`src/rtl/pchk_pkg.sv`:
```
package pchk_pkg;

   // Attribute bits of one page table entry plus the access direction
   typedef struct packed {
      logic present;
      logic writable;
      logic user_page;
      logic wr;
   } pchk_acc_t;

   // Positions of the cause bits inside the error code
   localparam int unsigned ERR_PRESENT_BIT = 0;
   localparam int unsigned ERR_WRITE_BIT   = 1;
   localparam int unsigned ERR_USER_BIT    = 2;
   localparam int unsigned ERR_MIN_W       = 3;

endpackage

```
`src/rtl/pchk_priv_resolve.sv`:
```
// Decides whether an access runs at user level
module pchk_priv_resolve #(
   parameter int unsigned CPL_W     = 2,
   parameter int unsigned USER_CPL  = 3,
   parameter bit          VM_FORCE  = 1'b1
) (
   input  logic [CPL_W-1:0] cpl_i,
   input  logic             vm_i,
   output logic             is_user_o
);
   localparam logic [CPL_W-1:0] USER_LVL = CPL_W'(USER_CPL);

   logic by_level;

   generate
      if (USER_CPL >= (1 << CPL_W)) begin : g_bad_cpl
         $error("USER_CPL does not fit in CPL_W bits");
      end
   endgenerate

   assign by_level = (cpl_i >= USER_LVL);

   generate
      if (VM_FORCE) begin : g_vm_force
         assign is_user_o = by_level | vm_i;
      end else begin : g_vm_pass
         logic vm_unused;
         assign vm_unused = vm_i;
         assign is_user_o = by_level & ~(vm_unused & 1'b0);
      end
   endgenerate
endmodule

```
`src/rtl/pchk_decide.sv`:
```
// Combinational permission decision and cause encoding
module pchk_decide
   import pchk_pkg::*;
#(
   parameter int unsigned ERR_W = 3
) (
   input  pchk_acc_t        acc_i,
   input  logic             is_user_i,
   output logic             ok_o,
   output logic [ERR_W-1:0] err_o
);
   generate
      if (ERR_W < ERR_MIN_W) begin : g_bad_err
         $error("ERR_W must be at least 3");
      end
   endgenerate

   logic priv_fail;
   logic write_fail;

   always_comb begin
      priv_fail  = is_user_i & ~acc_i.user_page;
      write_fail = acc_i.wr & ~acc_i.writable;
      // absence is checked first; the other two only matter for present pages
      if (!acc_i.present) begin
         ok_o = 1'b0;
      end else if (priv_fail) begin
         ok_o = 1'b0;
      end else if (write_fail) begin
         ok_o = 1'b0;
      end else begin
         ok_o = 1'b1;
      end
      err_o                  = '0;
      err_o[ERR_PRESENT_BIT] = acc_i.present;
      err_o[ERR_WRITE_BIT]   = acc_i.wr;
      err_o[ERR_USER_BIT]    = is_user_i;
   end
endmodule

```
`src/rtl/pchk_resp_reg.sv`:
```
// Response stage: one-cycle registered strobes and error code
module pchk_resp_reg #(
   parameter int unsigned ERR_W = 3
) (
   input  logic             clk,
   input  logic             rst_n,
   input  logic             req_i,
   input  logic             ok_i,
   input  logic [ERR_W-1:0] err_i,
   output logic             grant_o,
   output logic             fault_o,
   output logic [ERR_W-1:0] err_o
);
   always_ff @(posedge clk) begin
      if (!rst_n) begin
         grant_o <= 1'b0;
         fault_o <= 1'b0;
         err_o   <= '0;
      end else begin
         grant_o <= req_i & ok_i;
         fault_o <= req_i & ~ok_i;
         err_o   <= (req_i & ~ok_i) ? err_i : '0;
      end
   end
endmodule

```
`src/rtl/page_perm_check.sv`:
```
module page_perm_check
   import pchk_pkg::*;
#(
   parameter int unsigned CPL_W    = 2,
   parameter int unsigned USER_CPL = 3,
   parameter int unsigned ERR_W    = 3,
   parameter bit          VM_FORCE = 1'b1
) (
   input  logic             clk,
   input  logic             rst_n,
   input  logic             req_i,
   input  logic             present_i,
   input  logic             writable_i,
   input  logic             user_page_i,
   input  logic             wr_i,
   input  logic [CPL_W-1:0] cpl_i,
   input  logic             vm_i,
   output logic             grant_o,
   output logic             fault_o,
   output logic [ERR_W-1:0] err_o
);
   pchk_acc_t        acc;
   logic             is_user;
   logic             ok;
   logic [ERR_W-1:0] err_c;

   assign acc = '{present: present_i, writable: writable_i,
                  user_page: user_page_i, wr: wr_i};

   pchk_priv_resolve #(
      .CPL_W   (CPL_W),
      .USER_CPL(USER_CPL),
      .VM_FORCE(VM_FORCE)
   ) i_priv (
      .cpl_i    (cpl_i),
      .vm_i     (vm_i),
      .is_user_o(is_user)
   );

   pchk_decide #(
      .ERR_W(ERR_W)
   ) i_decide (
      .acc_i    (acc),
      .is_user_i(is_user),
      .ok_o     (ok),
      .err_o    (err_c)
   );

   pchk_resp_reg #(
      .ERR_W(ERR_W)
   ) i_resp (
      .clk    (clk),
      .rst_n  (rst_n),
      .req_i  (req_i),
      .ok_i   (ok),
      .err_i  (err_c),
      .grant_o(grant_o),
      .fault_o(fault_o),
      .err_o  (err_o)
   );
endmodule

```
`config.mk`:
```
export PLATFORM = sky130hd
export DESIGN_NAME = page_perm_check
export DESIGN_NICKNAME = d
export VERILOG_FILES = /design/src/rtl/pchk_pkg.sv /design/src/rtl/pchk_priv_resolve.sv /design/src/rtl/pchk_decide.sv /design/src/rtl/pchk_resp_reg.sv /design/src/rtl/page_perm_check.sv
export SDC_FILE = /design/constraint.sdc
export NUM_CORES = 1
export LEC_CHECK = 0
export BUFFER_PORTS_ARGS = -buffer_cell sky130_fd_sc_hd__buf_2
export CAP_MARGIN = 20
export CORE_AREA = 5 5 42 44
export DETAILED_ROUTE_END_ITERATION = 7
export DIE_AREA = 0 0 47 49
export SLEW_MARGIN = 20
export SYNTH_ARGS = -nofsm -noshare
export SYNTH_HDL_FRONTEND = slang
export SYNTH_SLANG_ARGS = --single-unit
```
`constraint.sdc`:
```
create_clock -name clk -period 0.8 [get_ports clk]
set_input_delay 0.04 -clock clk [delete_from_list [all_inputs] [get_ports clk]]
set_output_delay 0.04 -clock clk [all_outputs]
set_load 0.01 [all_outputs]
```
======== After elaboration in Yosys (flattened, before gate mapping) ========
Index checks and enable logic that the tools add are counted.
storage, ports and cells
  register bits after elaboration ......... 5
  output and inout port bits .............. 5
operators by class
  bitwise operators ....................... 8
  order comparisons ....................... 1
  reduce and logical (&&, ||, !) cells .... 1
  mux-type cells .......................... 3
operator list
  operator                                                  number
  1-bit AND                                                 4
  1-bit two-way mux                                         3
  1-bit inverter                                            3
  2-bit greater-or-equal comparator, second input constant  1
  2-bit AND reduction                                       1
  1-bit OR                                                  1

======== Logic depth before layout (Yosys ltp) ========
  depth in word-level cells ............... 8
  mapped depth ............................ 3
  mapped depth without buffers ............ 3

======== Cells and area by module ========
A second synthesis with hierarchy kept.
unflattened totals
  cells, all modules ...................... 17
  area total of the unflattened synthesis .. 196.4 sq um
by module, submodules not included
  module             instances  area an instance (sq um)  cells an instance
  pchk_resp_reg      1          147.6                     10
  pchk_decide        1          41.3                      6
  pchk_priv_resolve  1          7.5                       1

======== Worst setup path before layout ========
Ideal clock, no wire load.
  kind .................................... in2reg
  start ................................... input cpl_i[1]
  end ..................................... register i_resp.grant_o
  slack ................................... 0.213 ns
  stages .................................. 3
  setup time .............................. 0.115 ns
  required time ........................... 0.685 ns
  arrival ................................. 0.472 ns
  cells stage by stage .................... a21oi_1 > or2_4 > nor3b_2
on the way
  longest elaborated chain between the ends .. 6
ends and longest elaborated chain
  what                               line                     source
  start, declared                    page_perm_check.sv:16    input logic [CPL_W-1:0] cpl_i,
  2-bit greater-or-equal comparator  pchk_priv_resolve.sv:21  assign by_level = (cpl_i >= USER_LVL);
  1-bit OR                           pchk_priv_resolve.sv:25  assign is_user_o = by_level | vm_i;
  1-bit AND                          pchk_decide.sv:22        priv_fail = is_user_i & ~acc_i.user_page;
  1-bit two-way mux                  pchk_decide.sv:27        end else if (priv_fail) begin
  1-bit two-way mux                  pchk_decide.sv:25        if (!acc_i.present) begin
  1-bit AND                          pchk_resp_reg.sv:20      grant_o <= req_i & ok_i;
  end signal, assigned               pchk_resp_reg.sv:20
  end, declared                      pchk_resp_reg.sv:10      output logic grant_o,
No other way between the ends.
A chain may end at the register's enable or synchronous reset.

======== Final worst setup path ========
  start ................................... register i_resp.grant_o
  end ..................................... output grant_o
RTL lines
  what           line                   source
  end, declared  page_perm_check.sv:18  output logic grant_o,
No word-level cell between the ends.

==> impl_metrics.yaml <==
cts:
  clk_pin_slew_ns: 0.04
  cts_resized: 0
  htreeDepth: 1
  cts.path.max_buffers: 2
  cts-root-buf: "clkbuf_4"
  cts-buffers-inserted: 3
  cts_setup_buffers: 0
  cts_tree: "built"
  hold_buffers: 0
  cts.sinks: 5
sta:
  timing.fmax_mhz: 1439
  rsz0062_at_grt: "no"
  fin_crit_ns: 0.6950
  timing.setup.tns_ns: 0
  finalHoldViolations: 0
  setup_viol: 0
  worstMarginPinSlew_ns: 0.2281
  setup_slack_ns: 0.1050
  slew_viol_final: 0
  final.period_utilization_pct: 86.88
  slew-limit-headroom_pct: 84.69
worst_hold_path:
  hold_end: "i_resp.err_o[1]$_SDFF_PN0_"
  hold_class: "primary input to register"
  hold_depth: 2
  worst_hold_startpoint: "writable_i"
setup_path:
  path_cells: "buf_2"
  crit_fanout: 1
  worstSetupPathType: "register to primary output"
  required_ns: 0.76
  worstSetupEndpointType: "primary output"
  slowest_stage: "dfxtp_1"
  arrival_ns: 0.66
  start_kind: "register"
  slowest_delay_ns: 0.30
  crit_buf_inv: 1
  critical-path-top-delay-family: "flip-flops"
final_layout:
  final_nets: 46
  ff_latch_area_sq_um: 100.1
  drive_gt1_share_pct: 57.14
  diodes: 0
  multi_input_area_sq_um: 83.83
  final_util_pct: 21.43
  synthToLayoutAreaGrowth_pct: 63.27
  fill_cells: 161
power_and_ir_drop:
  peakVddDrop_mv: 0.2954
  p_sw_share_pct: 20.92
  powerDensity_nw_per_um2: 2054
  pwr-share-comb_pct: 12.5
  pwr-share-seq_pct: 42.6
  pwr-share-clk_pct: 44.9
  switchingPower_mw: 0.1290
  p_int_mw: 0.4877
  p_leak_nw: 0.1472
yosys:
  seq_area_frac_synth_pct: 54.42
  synth_warnings: 0
  synth_area_sq_um: 183.9
  yosysMostFrequentCell: "dfxtp_1"
  ys.flop_type: "dfxtp_1"
  synthCells: 17
  synth_common_cells: "5 x dfxtp_1, 2 x a21oi_1, 2 x a31oi_1, 2 x nand2_1, 2 x nand3_1"
  synth.area.top_cells: "dfxtp_1 54%, nand2b_4 7.5%, a31oi_1 6.8%, nor3b_2 6.8%, a21oi_1 5.4%"
  ys_types: 9
  syn_nets: 27
  synthArstFlopShare_pct: 0
  yosysTopAreaCell: "dfxtp_1"
  yosys.area.top_type_share_pct: 54.42
  syn_avg_cell_area_sq_um: 10.82
  ys_ff_latch: 5
  synth-edff-count: 0
routing:
  via_per_inst: 3.784
  ant_nets: 0
  totalWireLength_um: 460
  wire_per_inst_um: 9.020
  drt-pass1-iter-count: 1
  drc_errors: 0
  drt_iter0_drc: 0
  dr_total_vias: 193
job:
  max_cap_viol_count: 0
floorplan:
  num_rows: 14
  die-height_um: 49
  core_sq_um: 1401
  die-area_sq_um: 2303
  die_x_um: 47
  num_io_pins: 15
  start_util_pct: 13.12
place:
  port_buffers: 14
  place_ws_ns: 0.08288
  place.gp.congestion: 0.7646
global_routing:
  antenna_found_initial: 0
  grt_max_degree: 6
  grt_pass1_vias: 234
  grt_usage_pct: 4.940
  overflow: 0
  grt_pass1_wl_um: 800
outcome:
  status: "finished, final reports clean"
[state kept, by name (all words and copies together), names as in the netlist]
name            cells
i_resp.err_o        3
i_resp.fault_o      1
i_resp.grant_o      1
[kinds of logic (layout without fill, tap and decap cells)]
family	Yosys count	count (layout)	share of synthesized area, %
AO/OA/AOI/OAI	5	5	17.01
buffers and inverters	0	18	0
flip-flops	5	5	54.42
AND/OR/NAND/NOR	7	7	28.57
[power by group through the flow]
stage / combinational, mW / sequential [mW] / clock [mW]
4_1_cts: 0.0781 / 0.263 / 0.293
5_1_grt: 0.0880 / 0.264 / 0.306
2_1_floorplan: 0.0280 / 0.273 / 0
6_report: 0.0772 / 0.263 / 0.277
3_3_place_gp: 0.0761 / 0.267 / 0
3_5_place_dp: 0.0781 / 0.267 / 0
[placed cells by master (no fill, tap or decap), drive strengths merged]
master  count
nand3       2
dfxtp       5
a311oi      1
a21oi       2
clkbuf      4
a31oi       2
nor3b       1
or2         1
buf        14
nand2b      1
nand2       2
[per-layer routing]
layer | global-route usage [%] | vias to the layer above | wire, um | part of all wire, %
li1 | - | 99 | - | -
met1 | 4.646 | 82 | 186 | 40
met2 | 7.014 | 12 | 196 | 43
met3 | 1.107 | 0 | 78 | 17
met4 | 6.912 | 0 | 0 | 0
met5 | 0 | - | 0 | 0
[layout make-up]
cell class | instances | area share [%]
tap | 16 | 6.667
clock buffer | 4 | 8.750
sequential | 5 | 33.33
multi-input combinational | 12 | 27.92
timing repair buffer | 14 | 23.33
[worst max-delay path by stage]
stage	start	end	slack, ns	cells past startpoint
6_report	i_resp.grant_o$_SDFF_PN0_	grant_o	0.10	1
3_5_place_dp	cpl_i[1]	i_resp.grant_o$_SDFF_PN0_	0.08	4
4_1_cts	i_resp.grant_o$_SDFF_PN0_	grant_o	0.09	1
2_1_floorplan	cpl_i[1]	i_resp.grant_o$_SDFF_PN0_	0.21	3
3_3_place_gp	cpl_i[1]	i_resp.grant_o$_SDFF_PN0_	0.09	4
5_1_grt	i_resp.err_o[0]$_SDFF_PN0_	err_o[0]	0.06	1
[through the flow]
step                instance area (sq um)  power (mW)  hold WS (ns)  cells
floorplan                           183.9      0.3012        0.1387     17
global placement                    274.0      0.3432        0.2623     47
detailed placement                  274.0      0.3451        0.2649     47
CTS                                 300.3      0.6343       0.01342     51
global route                        300.3      0.6581       0.03441     51
finish                              300.3      0.6168       0.02563     51
No activity file was read; power rests on OpenSTA's default activity.
